## src/rtl/blkfill_pkg.sv

```systemverilog
package blkfill_pkg;

    typedef enum logic [1:0] {
        MODE_NARROW = 2'b00,
        MODE_WIDE   = 2'b01,
        MODE_INTLV  = 2'b10,
        MODE_ALT    = 2'b11
    } fill_mode_e;

    typedef enum logic [2:0] {
        ST_IDLE,
        ST_ADDR,
        ST_WAIT,
        ST_XFER,
        ST_DONE
    } fill_state_e;

endpackage

```

## src/rtl/blkfill_sched.sv

```systemverilog
module blkfill_sched
    import blkfill_pkg::*;
#(
    parameter int WIDE_WORDS = 4,
    parameter int BANKS      = 4,
    parameter int WIDX_W     = 5,
    parameter int BEAT_W     = 3
) (
    input  logic [1:0]        mode_i,
    output logic [WIDX_W-1:0] words_per_beat_o,
    output logic [BEAT_W-1:0] beats_per_txn_o
);

    always_comb begin
        words_per_beat_o = WIDX_W'(1);
        beats_per_txn_o  = BEAT_W'(1);
        case (fill_mode_e'(mode_i))
            MODE_WIDE: begin
                words_per_beat_o = WIDX_W'(WIDE_WORDS);
                beats_per_txn_o  = BEAT_W'(1);
            end
            MODE_INTLV: begin
                words_per_beat_o = WIDX_W'(1);
                beats_per_txn_o  = BEAT_W'(BANKS);
            end
            default: begin
                words_per_beat_o = WIDX_W'(1);
                beats_per_txn_o  = BEAT_W'(1);
            end
        endcase
    end

endmodule

```

## src/rtl/blkfill_addr_gen.sv

```systemverilog
module blkfill_addr_gen #(
    parameter int ADDR_W      = 32,
    parameter int BLOCK_WORDS = 16,
    parameter int IDX_W       = 4
) (
    input  logic [ADDR_W-1:0] base_i,
    input  logic [IDX_W-1:0]  word_i,
    output logic [ADDR_W-1:0] addr_o
);

    localparam logic [ADDR_W-1:0] ALIGN_MASK = ~ADDR_W'(BLOCK_WORDS - 1);

    always_comb begin
        addr_o = (base_i & ALIGN_MASK) | ADDR_W'(word_i);
    end

endmodule

```

## src/rtl/blkfill_cycle_ctr.sv

```systemverilog
module blkfill_cycle_ctr #(
    parameter int CNT_W = 8
) (
    input  logic             clk,
    input  logic             rst_n,
    input  logic             clear_i,
    input  logic             inc_i,
    output logic [CNT_W-1:0] count_o
);

    logic [CNT_W-1:0] cnt_d, cnt_q;

    always_comb begin
        cnt_d = cnt_q;
        if (clear_i) begin
            cnt_d = '0;
        end else if (inc_i) begin
            cnt_d = cnt_q + CNT_W'(1);
        end
    end

    always_ff @(posedge clk or negedge rst_n) begin
        if (!rst_n) begin
            cnt_q <= '0;
        end else begin
            cnt_q <= cnt_d;
        end
    end

    assign count_o = cnt_q;

    // each counted cycle adds exactly one
    a_r9_count_step: assert property (@(posedge clk) disable iff (!rst_n)
        inc_i && !clear_i |=> count_o == $past(count_o) + CNT_W'(1));

    // outside counted cycles the total is held
    a_r9_count_hold: assert property (@(posedge clk) disable iff (!rst_n)
        !inc_i && !clear_i |=> $stable(count_o));

endmodule

```

## src/rtl/blkfill_seq.sv

```systemverilog
module blkfill_seq
    import blkfill_pkg::*;
#(
    parameter int ADDR_W      = 32,
    parameter int BLOCK_WORDS = 16,
    parameter int MEM_LATENCY = 10,
    parameter int WIDE_WORDS  = 4,
    parameter int BANKS       = 4,
    localparam int IDX_W      = $clog2(BLOCK_WORDS),
    localparam int CNT_W      = $clog2(BLOCK_WORDS * (MEM_LATENCY + 2) + 1)
) (
    input  logic              clk,
    input  logic              rst_n,
    input  logic              start_i,
    input  logic [ADDR_W-1:0] base_addr_i,
    input  logic [1:0]        mode_i,
    output logic              busy_o,
    output logic              mem_addr_valid_o,
    output logic [ADDR_W-1:0] mem_addr_o,
    output logic              data_beat_o,
    output logic [IDX_W-1:0]  beat_word_o,
    output logic              done_o,
    output logic [CNT_W-1:0]  cycle_count_o
);

    localparam int WIDX_W = IDX_W + 1;
    localparam int BEAT_W = $clog2(BANKS + 1);
    localparam int LAT_W  = $clog2(MEM_LATENCY + 1);

    typedef struct packed {
        fill_state_e       st;
        logic [ADDR_W-1:0] base;
        logic [1:0]        mode;
        logic [WIDX_W-1:0] word;
        logic [BEAT_W-1:0] beat;
        logic [LAT_W-1:0]  wait_left;
    } seq_t;

    seq_t seq_d, seq_q;
    logic              ctr_clear, ctr_inc;
    logic [WIDX_W-1:0] words_per_beat;
    logic [BEAT_W-1:0] beats_per_txn;
    logic [WIDX_W-1:0] word_next;

    blkfill_sched #(
        .WIDE_WORDS (WIDE_WORDS),
        .BANKS      (BANKS),
        .WIDX_W     (WIDX_W),
        .BEAT_W     (BEAT_W)
    ) u_sched (
        .mode_i           (seq_q.mode),
        .words_per_beat_o (words_per_beat),
        .beats_per_txn_o  (beats_per_txn)
    );

    blkfill_addr_gen #(
        .ADDR_W      (ADDR_W),
        .BLOCK_WORDS (BLOCK_WORDS),
        .IDX_W       (IDX_W)
    ) u_addr (
        .base_i (seq_q.base),
        .word_i (seq_q.word[IDX_W-1:0]),
        .addr_o (mem_addr_o)
    );

    blkfill_cycle_ctr #(
        .CNT_W (CNT_W)
    ) u_ctr (
        .clk     (clk),
        .rst_n   (rst_n),
        .clear_i (ctr_clear),
        .inc_i   (ctr_inc),
        .count_o (cycle_count_o)
    );

    assign word_next = seq_q.word + words_per_beat;

    always_comb begin
        seq_d     = seq_q;
        ctr_clear = 1'b0;
        ctr_inc   = 1'b0;
        case (seq_q.st)
            ST_IDLE: begin
                if (start_i) begin
                    seq_d.st   = ST_ADDR;
                    seq_d.base = base_addr_i;
                    seq_d.mode = mode_i;
                    seq_d.word = '0;
                    seq_d.beat = '0;
                    ctr_clear  = 1'b1;
                end
            end
            ST_ADDR: begin
                ctr_inc         = 1'b1;
                seq_d.st        = ST_WAIT;
                seq_d.wait_left = LAT_W'(MEM_LATENCY - 1);
            end
            ST_WAIT: begin
                ctr_inc = 1'b1;
                if (seq_q.wait_left == '0) begin
                    seq_d.st   = ST_XFER;
                    seq_d.beat = '0;
                end else begin
                    seq_d.wait_left = seq_q.wait_left - LAT_W'(1);
                end
            end
            ST_XFER: begin
                ctr_inc    = 1'b1;
                seq_d.word = word_next;
                seq_d.beat = seq_q.beat + BEAT_W'(1);
                if (seq_q.beat == beats_per_txn - BEAT_W'(1)) begin
                    if (word_next == WIDX_W'(BLOCK_WORDS)) begin
                        seq_d.st = ST_DONE;
                    end else begin
                        seq_d.st = ST_ADDR;
                    end
                end
            end
            ST_DONE: begin
                seq_d.st = ST_IDLE;
            end
            default: begin
                seq_d.st = ST_IDLE;
            end
        endcase
    end

    always_ff @(posedge clk or negedge rst_n) begin
        if (!rst_n) begin
            seq_q <= '{st: ST_IDLE, base: '0, mode: '0, word: '0, beat: '0, wait_left: '0};
        end else begin
            seq_q <= seq_d;
        end
    end

    assign busy_o           = (seq_q.st != ST_IDLE);
    assign mem_addr_valid_o = (seq_q.st == ST_ADDR);
    assign data_beat_o      = (seq_q.st == ST_XFER);
    assign beat_word_o      = seq_q.word[IDX_W-1:0];
    assign done_o           = (seq_q.st == ST_DONE);

    // done lasts one cycle and releases busy
    a_r8_done_pulse: assert property (@(posedge clk) disable iff (!rst_n)
        done_o |=> !done_o && !busy_o);

    // an address cycle is never followed directly by data
    a_r2_addr_then_wait: assert property (@(posedge clk) disable iff (!rst_n)
        mem_addr_valid_o |=> !data_beat_o && busy_o);

    // beat indices stay inside the block
    a_r6_beat_in_range: assert property (@(posedge clk) disable iff (!rst_n)
        data_beat_o |-> seq_q.word < WIDX_W'(BLOCK_WORDS));

    // a running refill keeps its base and mode
    a_r7_cfg_stable: assert property (@(posedge clk) disable iff (!rst_n)
        busy_o && $past(busy_o) |-> $stable(seq_q.base) && $stable(seq_q.mode));

    // total at done matches the schedule of the latched mode
    a_r9_total: assert property (@(posedge clk) disable iff (!rst_n)
        done_o |-> int'(cycle_count_o) ==
            (BLOCK_WORDS / (int'(words_per_beat) * int'(beats_per_txn)))
            * (MEM_LATENCY + 1 + int'(beats_per_txn)));

endmodule

```

## config.mk

```make
export PLATFORM = sky130hd
export DESIGN_NAME = blkfill_seq
export DESIGN_NICKNAME = d
export VERILOG_FILES = /design/src/rtl/blkfill_pkg.sv /design/src/rtl/blkfill_sched.sv /design/src/rtl/blkfill_addr_gen.sv /design/src/rtl/blkfill_cycle_ctr.sv /design/src/rtl/blkfill_seq.sv
export SDC_FILE = /design/constraint.sdc
export NUM_CORES = 1
export LEC_CHECK = 0
export BUFFER_PORTS_ARGS = -buffer_cell sky130_fd_sc_hd__buf_2
export CAP_MARGIN = 40
export CORE_UTILIZATION = 54
export DETAILED_ROUTE_END_ITERATION = 7
export PLACE_DENSITY_LB_ADDON = 0.2
export SLEW_MARGIN = 20
export SYNTH_ARGS = -nofsm -noshare
export SYNTH_HDL_FRONTEND = slang
export SYNTH_SLANG_ARGS = --single-unit
```

## constraint.sdc

```tcl
create_clock -name clk -period 3.4 [get_ports clk]
set_clock_uncertainty 0.1 [all_clocks]
set_input_delay 0.17 -clock clk [delete_from_list [all_inputs] [get_ports clk]]
set_output_delay 0.17 -clock clk [all_outputs]
set_load 0.02 [all_outputs]
```

# Yosys cells after proc, flatten, opt, wreduce, memory -nomap -nowiden
# Index checks and enable logic that the tools add are counted.
# Widths: inputs -> output; s select.
# totals
ff_bits	57
latch_bits	0
mem_bits_rw	0
mem_bits_ro	0
in_bits	37
output_inout_bits	48
elab_cells	55
mem_count	0
# classes
add_sub_neg	5
multipliers	0
n_div	0
magnitude_cmp	0
eq_ne	12
shift	0
mux	17
bitwise_logic	1
n_reduce_logical	13
# ops
op	count
$mux 45	1
$or 32x4->32	1
$mux 3	6
$mux 8	2
$pmux 3 s4	1
$pmux 5 s2	1
$pmux 3 s3	1
$add 8x1->8 const B	1
$pmux 4 s2	1
$eq 3x2->1 const B	2
$ne 2x2->1 const B	3
$reduce_and 2->1	3
$reduce_and 3->1	2
$reduce_bool 2->1	3
$reduce_bool 3->1	2
$add 5x5->5	1
$eq 5x5->1 const B	1
$logic_not 4->1	1
$mux 4	1
$sub 4x1->4 const B	1
$add 3x1->3 const B	1
$eq 3x1->1 const B	1
$eq 3x3->1	1
$eq 3x3->1 const B	1
7 further kinds	9

# Logic depth before layout (Yosys ltp)
# Gate-level depths: netlist (run 1).
# depth
depth_word	7
depth_mapped	7
mapped_depth_nobuf	7

# Cells and area by module
# Synthesis (run 1) repeated with hierarchy kept, for this count alone.
# hier_totals
cells_unflattened	262
area_unflattened_um2	3034.2
# modules_own_cells
mod	n_inst	cells_each	area_per_inst_um2	seq_area_each_um2
blkfill_seq	1	184	2336.0	1226.2
blkfill_cycle_ctr	1	37	396.6	200.2
blkfill_addr_gen	1	32	240.2	0.0
blkfill_sched	1	9	61.3	0.0

# Worst setup path after synthesis (run 1)
# OpenSTA, ideal clock, no wires.
# synth_timing
path_type	register to register
start	register seq_q[13] (netlist bit)
end	register seq_q[48] (netlist bit)
setup_ps	67
arrival_ps	1590
path_slack_ps	1643
stages_incl_launch_ff	8
synth_period_minus_slack_ps	1757
cell_sequence	dfrtp_1 nand2b_1 ha_1 ha_1 nand3_1 a32oi_1 nor4_1 and3_1
# synth_between
elab_chain_cells	7
elab_cells_between_ends	13
cone_classes	add/sub: 2; eq/ne: 5; mux: 5; reduce/logical: 1
# synth_lines
element	line_no	text
from (decl)	blkfill_seq.sv:39	seq_t seq_d, seq_q;
from (signal assigned)	blkfill_seq.sv:130	seq_q <= '{st: ST_IDLE, base: '0, mode: '0, word: '0, beat: '0, wait_left: '0};
from (signal assigned)	blkfill_seq.sv:132	seq_q <= seq_d;
$eq 2x1->1	blkfill_sched.sv:17	case (fill_mode_e'(mode_i))
$mux 3	blkfill_sched.sv:17	
$add 5x5->5	blkfill_seq.sv:76	assign word_next = seq_q.word + words_per_beat;
$eq 5x5->1	blkfill_seq.sv:112	if (word_next == WIDX_W'(BLOCK_WORDS)) begin
$mux 3	blkfill_seq.sv:112	
$mux 3	blkfill_seq.sv:111	if (seq_q.beat == beats_per_txn - BEAT_W'(1)) begin
$pmux 3 s4	blkfill_seq.sv:82	case (seq_q.st)
# Several ways; a longest one is shown, not always the timed one. The select of a mux whose other input is x is not followed.
# A chain may end at the register's enable or synchronous reset.

# Worst setup path in the final report (run 1)
# layout_timing
start	register seq_q[46] (netlist bit)
end	register seq_q[26] (netlist bit)
# layout_between
elab_chain_cells	2
# layout_lines
element	line_no
$logic_not 3->1	blkfill_seq.sv:82
$reduce_and 2->1 (no line)	--
# No other way between the ends.

==> results of run 1 <==
==> logic make-up after synthesis <==
| family | Yosys count | share of synthesized area [%] |
|---|---|---|
| mux | 31 | 13.3 |
| compound gates | 23 | 6.18 |
| fa+ha+maj | 7 | 3.33 |
| buf+inv | 49 | 13.4 |
| xor+xnor | 8 | 2.66 |
| simple gates | 52 | 10.8 |
| flops | 53 | 50.4 |
==> per-layer routing <==
layer  wire length [um]  global-route usage (%)
met1               2010                    22.3
met2               2250                    33.6
met3                257                    4.22
met4                 25                    3.92
met5                  0                       0
==> critical path: stages, from the launching register on <==
cell and delay [ns]:
dfrtp_1 0.48, nand2b_4 0.20, nor3_4 0.61, buf_12 0.25, mux2_2 0.35
==> placed cells by master, fill, tap and decap left out, types with 2 or more instances in the layout <==
| master | synthesis | layout |
|---|---|---|
| nand2_1 | 10 | 10 |
| mux2_1 | 4 | 4 |
| clkbuf_8 | 0 | 6 |
| dfrtp_1 | 53 | 53 |
| nand3_1 | 5 | 5 |
| a22o_1 | 5 | 5 |
| buf_2 | 0 | 80 |
| dlygate4sd3_1 | 0 | 25 |
| o2bb2ai_1 | 2 | 2 |
| o21ai_0 | 4 | 4 |
| a31oi_1 | 2 | 2 |
| and3_1 | 2 | 2 |
| nor2_1 | 13 | 13 |
| nand4_1 | 3 | 3 |
| mux2_2 | 27 | 27 |
| inv_1 | 6 | 6 |
| or3_1 | 2 | 2 |
| nand2b_1 | 2 | 2 |
| nor3_1 | 4 | 4 |
| ha_1 | 7 | 7 |
| a21oi_1 | 3 | 3 |
| xnor2_1 | 4 | 4 |
| o21ai_1 | 2 | 2 |
| xor2_1 | 4 | 4 |
==> power groups by stage <==
stage	registers [mW]	logic, mW	clock network, mW
floorplan	1.16	1.30	0
global placement	1.15	1.40	0
detailed placement	1.17	1.43	0
CTS	1.16	1.45	0.447
global route	1.21	1.57	0.466
finish	1.16	1.44	0.430
==> stage by stage <==
stage / cell area, um^2 / total power, mW / util (%)
floorplan: 2630 / 2.46 / -
global placement: 2830 / 2.55 / 59.8
detailed placement: 2830 / 2.60 / 59.8
CTS: 3190 / 3.06 / 67.6
global route: 3190 / 3.24 / 67.6
finish: 3190 / 3.03 / 67.6
==> sequential cells by signal, indices dropped and copies added, names as in the netlist <==
| register | cells |
|---|---|
| beat_word_o | 4 |
| u_ctr.count_o | 8 |
| seq_q | 41 |
==> timing repair <==
| action | 4_1_cts | 5_1_grt |
|---|---|---|
| setup endpoints to repair | 0 | 0 |
| setup buffers | 0 | 0 |
| hold endpoints to repair | 56 | 0 |
| hold buffers | 25 | 0 |
==> layout make-up <==
cell class,instances,area share (%)
Multi-Input combinational cell,121,30.1
Tap cell,67,2.63
Clock inverter,1,0.941
Clock buffer,7,2.70
Inverter,7,0.823
Timing Repair Buffer,107,21.2
Sequential cell,53,41.6
==> worst paths after layout <==
kind                                        to  cells after the start  slack (ns)             from
min in group asynchronous            seq_q[25]                      2        0.36            rst_n
max in group asynchronous       beat_word_o[3]                      3        2.07            rst_n
worst max-delay path                 seq_q[26]                      4        1.29        seq_q[46]
worst min-delay path                 seq_q[33]                      2       0.006  base_addr_i[19]
worst min register to register       seq_q[41]                      1        0.39        seq_q[41]
worst max register to register       seq_q[26]                      4        1.29        seq_q[46]
==> results.cfg, run 1 <==
[place]
numPortBuffers = 80
pre_cts_ws_ns = 1.24
placedCellCount = 330
gp_congestion = 0.732
dpl.hpwl_mm = 2.98

[global_route]
grt_max_degree = 34
grt_pass1_vias = 1742
antenna_found_initial = 0
grt_pass1_wl_mm = 7.42
track_usage_pct = 18.5
grt_overflow = 0

[critical_path]
crit_arrival_ns = 2.19
end_kind = register
worst_ep_required_time_ns = 3.49
startpoint_type = register
worst-setup-path-type = reg -> reg
critical_path.max_fanout = 22

[finish]
layout-area-overhead-vs-synth_pct = 21.2
nFillCells = 354
antenna_cells = 0
fin_cells = 363
seq_area_um2 = 1330
multi_input_area_um2 = 961
drive_gt1_share_pct = 41.9
final_nets = 339

[floorplanning]
die_h_um = 71.8
fp-row-count = 25
die_x_um = 71.8
ioPinCount = 85
core_area_um2 = 4720
die_area_um2 = 5160
initial_utilization_pct = 55.8

[timing]
rsz0062_at_grt = no
finalCriticalPeriod_ns = 2.11
tightest_slew_ns = 0.796
fin_ws_ns = 1.29
holdWs_ns = 0.00614
relSlewSlack_pct = 46.8
post-route-period-util_pct = 62.0
fmax_mhz = 474
finalHoldViolations = 0
final.setup.tns_ns = 0
setup_viol = 0
slew_viol_final = 0

[yosys]
synth_seq_area_share_pct = 50.4
async_flop_share_pct = 100
yosys_warnings = 0
synth_top_area_share_pct = 50.4
syn_inst = 223
netlist_top_cells_area = dfrtp_1 (50%), mux2_2 (12%), buf_4 (11%)
synth-edff-count = 0
synth_ff_type = dfrtp_1
syn_nets = 267
syn_area_per_cell_um2 = 11.8
synth_largest_area_cell = dfrtp_1
yosys-top-cells-count = dfrtp_1 (53), buf_4 (39), mux2_2 (27)
yosysUniqueCellTypes = 40
syn_area_um2 = 2630
ys_seq_elements = 53
synth_most_common_cell = dfrtp_1

[clock_network]
insertion_delay_ns = 0.29
cts.path.max_buffers = 2
cts_root_buf = clkbuf_8
cts_resized = 0
cts.sinks = 53
cts_inserted_buffers = 5
cts_tree = done
htreeDepth = 2
clkSlewWorstSetupHoldPaths_ns = 0.09

[run]
maxCapViolCount = 0

[power]
seqPwrFrac_pct = 38.3
p_leak_nw = 1.56
clockPowerShare_pct = 14.2
p_per_area_nw_per_um2 = 948
swShare_pct = 40.5
pwr-share-comb_pct = 47.5
p_sw_mw = 1.23
p_int_mw = 1.80
irDropWorstVdd_mv = 0.450

[route]
route.final.wire_length_mm = 4.55
vias_per_cell = 4.85
route.vias.total = 1761
drc_errors = 0
antenna_left = 0
post_drt_wl_per_cell_um = 12.5
drt-initial-drc-count = 48
drt-pass1-iter-count = 4

[status]
status = finished, final reports clean

[hold_path]
hold_path.class = in -> reg
Power figures use the tool's default switching activity.
==> inputs of run 2 (changes only) <==
--- a/config.mk
+++ b/config.mk
@@ -5,9 +5,10 @@
 export SDC_FILE = /design/constraint.sdc
 export NUM_CORES = 1
 export LEC_CHECK = 0
+export ABC_AREA = 1
 export BUFFER_PORTS_ARGS = -buffer_cell sky130_fd_sc_hd__buf_2
 export CAP_MARGIN = 40
-export CORE_UTILIZATION = 54
+export CORE_UTILIZATION = 46
 export DETAILED_ROUTE_END_ITERATION = 7
 export PLACE_DENSITY_LB_ADDON = 0.2
 export SLEW_MARGIN = 20
==> constraint.sdc (replaced) <==
create_clock -name clk -period 1.8 [get_ports clk]
set_clock_uncertainty 0.1 [all_clocks]
set_input_delay 0.09 -clock clk [delete_from_list [all_inputs] [get_ports clk]]
set_output_delay 0.09 -clock clk [all_outputs]
set_load 0.02 [all_outputs]
==> results.cfg, run 2 <==
[status]
status = finished, final reports clean

[finish]
layout-area-overhead-vs-synth_pct = 27.5
fin_cells = 493
final_nets = 464
largest_reg_flops = 41
nFillCells = 498
final_cell_mix = nand2_1 (133), buf_2 (80), dfrtp_1 (53)
drive_gt1_share_pct = 27.6
final_common_cell = nand2_1
antenna_cells = 0
regMostFlops = seq_q
final_util_pct = 61.7

[floorplanning]
initial_utilization_pct = 48.4
die_area_um2 = 6210
fp-row-count = 27
die_h_um = 78.8
ioPinCount = 85
core_area_um2 = 5610
die_x_um = 78.8

[critical_path]
crit_top_cell = nand2_1
crit_path_cell_trace = nor2_4 > inv_2 > ha_4 > ha_4 > xor2_2 > nor2_1 > nand3_1 > nand2_1 > nand2_1 > nand2_1 > nand2_1
crit_slowest_cell = dfrtp_1
crit_arrival_ns = 1.83
critical_path.max_fanout = 3
cpPeakStageDelay_ns = 0.42
rr_startpoint = seq_q[13]
worst-setup-path-type = reg -> reg
end_kind = register
cp-startpoint = seq_q[13]
startpoint_type = register
worst_ep_required_time_ns = 1.90

[timing]
finalCriticalPeriod_ns = 1.73
slew_viol_final = 0
post-route-period-util_pct = 96.2
tightest_slew_ns = 0.516
fmax_mhz = 577
finalHoldViolations = 0
setup_viol = 0
rsz0062_at_grt = yes
final.setup.tns_ns = 0
relSlewSlack_pct = 65.6
holdWs_ns = 0.0936

[hold_path]
hold_path.class = in -> reg
hp-start = start_i

[power]
p_sw_mw = 0.410
clockPowerShare_pct = 33.1
p_int_mw = 1.54
swShare_pct = 21.1
p_leak_nw = 1.95
pwr-share-comb_pct = 5.8
irDropWorstVdd_mv = 0.354
p_per_area_nw_per_um2 = 563
seqPwrFrac_pct = 61.1

[yosys]
async_flop_share_pct = 100
synth_most_common_cell = nand2_1
syn_area_um2 = 2710
syn_nets = 375
synth_top_area_share_pct = 48.9
syn_inst = 331
yosys-top-cells-count = nand2_1 (133), dfrtp_1 (53), buf_4 (36)
synth_seq_area_share_pct = 48.9
syn_area_per_cell_um2 = 8.20
synth_ff_type = dfrtp_1
yosysUniqueCellTypes = 27
yosys_warnings = 0
synth_largest_area_cell = dfrtp_1
netlist_top_cells_area = dfrtp_1 (49%), nand2_1 (18%), buf_4 (10%)
ys_seq_elements = 53
synth-edff-count = 0

[global_route]
grt_pass1_vias = 2098
track_usage_pct = 19.1
antenna_found_initial = 0
grt_pass1_wl_mm = 9.34
grt_overflow = 0
grt_max_degree = 34

[clock_network]
cts.sinks = 53
clkSlewWorstSetupHoldPaths_ns = 0.09
cts_root_buf = clkbuf_8
cts_inserted_buffers = 5
cts.path.max_buffers = 2
insertion_delay_ns = 0.30
htreeDepth = 2
cts_tree = done

[route]
drt-initial-drc-count = 68
route.final.wire_length_mm = 5.69
post_drt_wl_per_cell_um = 11.5
antenna_left = 0
drc_errors = 0
route.vias.total = 2276
drt-pass1-iter-count = 4
vias_per_cell = 4.62

[place]
placedCellCount = 451
dpl.hpwl_mm = 3.83
gp_congestion = 0.779
numPortBuffers = 80

[run]
maxCapViolCount = 0
==> run 2: cell types whose count changed in the layout (fill, tap and decap cells not counted), sizes merged, moves of 3 or more <==
cell | previous run | this run
nand2 | 10 | 133
mux2 | 31 | 0
inv | 7 | 23
buf | 82 | 94
nand3 | 5 | 17
o21ai | 6 | 14
dlygate4sd3 | 25 | 31
a21oi | 3 | 7
a22o | 5 | 1
nand2b | 3 | 0
==> run 2: final cells by class <==
| cell class | instances | area [um^2] | share of cell area [%] |
|---|---|---|---|
| Inverter | 23 | 86.3 | 2.50 |
| Timing Repair Buffer | 125 | 828 | 24.0 |
| Sequential cell | 53 | 1330 | 38.4 |
| Clock inverter | 1 | 7.51 | 0.217 |
| Tap cell | 72 | 90.1 | 2.60 |
| Clock buffer | 7 | 76.3 | 2.21 |
| Multi-Input combinational cell | 212 | 1040 | 30.2 |
==> run 2: cell families (layout without fill, tap and decap cells) <==
kind of cell / after synthesis / count (layout) / share of synthesized area [%]
buffers and inverters: 66 / 156 / 14.6
XOR/XNOR: 5 / 5 / 1.61
AND/OR/NAND/NOR: 174 / 174 / 26.3
AO/OA/AOI/OAI: 26 / 26 / 5.40
adder cells (fa/ha/maj): 7 / 7 / 3.23
flip-flops: 53 / 53 / 48.9
==> run 2: what timing repair did <==
item	in CTS	in global routing
cloned	0	0
endpoints found under the setup margin	1	2
hold buffers	31	0
endpoints found under the hold margin	50	0
pin swaps	0	4
buffers inserted	0	3
resized for setup	1	10
==> run 2: critical path, delay by kind of cell (launching register included) <==
kind                     cells  cell delay, ns
flip-flops                   1            0.42
adder cells (fa/ha/maj)      2            0.33
XOR/XNOR                     1            0.14
buffers and inverters        1            0.06
AND/OR/NAND/NOR              7            0.58
==> run 2: worst paths after layout <==
| check | slack, ns | depth (start not counted) | endpoint |
|---|---|---|---|
| worst max-delay path | 0.07 | 11 | seq_q[46] |
| worst min-delay path | 0.09 | 3 | seq_q[47] |
| worst max register to register | 0.07 | 11 | seq_q[46] |
| worst min register to register | 0.37 | 1 | seq_q[0] |
| max in group asynchronous | 0.87 | 3 | u_ctr.count_o[1] |
| min in group asynchronous | 0.18 | 2 | seq_q[22] |
==> run 2: per-stage QoR <==
step	worst slack [ns]	area [um^2]	power, mW
2_1_floorplan	0.114	2710	1.21
3_3_place_gp	0.0538	2990	1.28
3_5_place_dp	0.0105	2990	1.28
4_1_cts	0.0108	3390	1.99
5_1_grt	-0.0303	3460	2.03
6_report	0.0678	3460	1.95
==> run 2: power by group through the flow <==
stage / sequential, mW / clock, mW / combinational (mW)
final: 1.19 / 0.645 / 0.113
after global routing: 1.19 / 0.713 / 0.126
after CTS: 1.19 / 0.685 / 0.115
after detailed placement: 1.21 / 0 / 0.0636
after global placement: 1.21 / 0 / 0.0635
after floorplan: 1.21 / 0 / 0.000000791
==> run 2: per-layer routing <==
metal,wire length (um),track usage (%)
met5,0,0
met4,58,5.56
met3,301,3.79
met2,2750,33.5
met1,2580,23.7
==> inputs of run 3 (changes only) <==
--- a/config.mk
+++ b/config.mk
@@ -10,6 +10,7 @@
 export CAP_MARGIN = 40
 export CORE_UTILIZATION = 46
 export DETAILED_ROUTE_END_ITERATION = 7
+export GPL_TIMING_DRIVEN = 0
 export PLACE_DENSITY_LB_ADDON = 0.2
 export SLEW_MARGIN = 20
 export SYNTH_ARGS = -nofsm -noshare
==> results.cfg, run 3 (synthesized netlist as in run 2, its figures left out) <==
[critical_path]
end_kind = register
worst_ep_required_time_ns = 1.91
crit_arrival_ns = 1.83
startpoint_type = register
cp-startpoint = seq_q[13]
crit_path_cell_trace = nor2_4 > inv_2 > ha_4 > ha_4 > inv_2 > nand2_1 > nor2_2 > nand3_2 > nand2_1 > nand2_1 > nand2_1 > nand2_1
crit_top_cell = nand2_1
worst-setup-path-type = reg -> reg
critical_path.max_fanout = 2
cpPeakStageDelay_ns = 0.43
rr_startpoint = seq_q[13]
crit_slowest_cell = dfrtp_1

[power]
irDropWorstVdd_mv = 0.483
p_per_area_nw_per_um2 = 559
p_leak_nw = 2.12

[global_route]
grt_pass1_wl_mm = 10.2
antenna_found_initial = 0
grt_pass1_vias = 2332
track_usage_pct = 21.0
grt_max_degree = 54
grt_overflow = 0

[route]
post_drt_wl_per_cell_um = 11.5
drc_errors = 0
antenna_left = 0
route.final.wire_length_mm = 6.03
vias_per_cell = 4.65
drt-initial-drc-count = 111
drt-pass1-iter-count = 4
route.vias.total = 2430

[place]
dpl.hpwl_mm = 3.92
place_area_um2 = 3210
gp_congestion = 0.809
numPortBuffers = 80

[timing]
slew_viol_final = 0
fmax_mhz = 581
finalHoldViolations = 0
tightest_slew_ns = 0.663
relSlewSlack_pct = 55.8
finalCriticalPeriod_ns = 1.72
post-route-period-util_pct = 95.6
setup_viol = 0

[clock_network]
clkSlewWorstSetupHoldPaths_ns = 0.09
cts_tree = done
cts.sinks = 53
cts_root_buf = clkbuf_8
cts.path.max_buffers = 2
htreeDepth = 2
cts_inserted_buffers = 5
insertion_delay_ns = 0.31

[finish]
final_common_cell = nand2_1
layout-area-overhead-vs-synth_pct = 37.0
antenna_cells = 0
drive_gt1_share_pct = 33.5
final_util_pct = 66.3
regMostFlops = seq_q
seq_area_um2 = 1330
final_nets = 495
nFillCells = 478
largest_reg_flops = 41
stdcell_area_um2 = 3720
final_cell_mix = nand2_1 (130), buf_2 (83), dfrtp_1 (53)
multi_input_area_um2 = 1070

[floorplanning]
die_x_um = 78.8
die_h_um = 78.8
ioPinCount = 85
die_area_um2 = 6210
core_area_um2 = 5610
initial_utilization_pct = 48.4
fp-row-count = 27

[run]
maxCapViolCount = 0

[hold_path]
hp-start = start_i
hold_path.class = in -> reg

[status]
status = finished, final reports clean
==> run 3: changes by cell type in the layout (fill, tap and decap cells not counted), moves of 2 or more <==
cell / delta
nand2_1: -3
buf_4: +25
nand3_1: -2
buf_2: +3
nand2_2: +3
buf_6: +2
==> run 3: final timing paths <==
kind                       cells after the start          endpoint  slack (ns)
hold / removal                                 3         seq_q[47]        0.11
max in group asynchronous                      2  u_ctr.count_o[4]        0.90
hold reg to reg                                1          seq_q[0]        0.38
setup reg to reg                              12         seq_q[46]        0.08
setup / recovery                              12         seq_q[46]        0.08
min in group asynchronous                      2         seq_q[22]        0.25
==> run 3: cell type report <==
type                    count  share of cell area (%)
flip-flops and latches     53                    35.7
repair buffers            113                    19.7
inverters                  23                    2.32
plain buffers              43                    8.32
clock inverters             2                   0.943
clock buffers               5                    1.85
well taps                  72                    2.42
multi-input cells         212                    28.8
==> run 3: where the power goes <==
part / switching, mW / internal (mW)
Sequential: 0 / 1.19
Combinational: 0.0414 / 0.0683
Clock: 0.373 / 0.404
==> run 3: repair_timing <==
action | 4_1_cts | 5_1_grt
endpoints found under the hold margin | 83 | 0
hold buffers | 31 | 0
pin swaps | 3 | 6
endpoints found under the setup margin | 2 | 3
buffers inserted | 1 | 1
resized for setup | 3 | 15
==> run 3: critical path, delay by kind of cell (launching register included) <==
kind / cells / cell delay (ns)
adder cells (fa/ha/maj): 2 / 0.38
AND/OR/NAND/NOR: 8 / 0.62
buffers and inverters: 2 / 0.10
flip-flops: 1 / 0.43
==> run 3: layer usage <==
| layer | global-route usage (%) | wire (um) |
|---|---|---|
| met1 | 24.6 | 2670 |
| met2 | 38.4 | 3030 |
| met3 | 3.79 | 266 |
| met4 | 6.85 | 65 |
| met5 | 0 | 0 |
==> run 3: through the flow <==
stage                     hold slack (ns)  power, mW  TNS, ns  std cells  worst slack (ns)
after CTS                          0.0988       2.11        0        522            0.0108
after detailed placement           0.0755       1.27   -0.115        483            -0.109
after global routing                0.121       2.16  -0.0107        523           -0.0107
after floorplan                    -0.306       1.21        0        331             0.114
final                               0.108       2.08        0        523            0.0784
after global placement              0.183       1.27  -0.0633        483           -0.0633
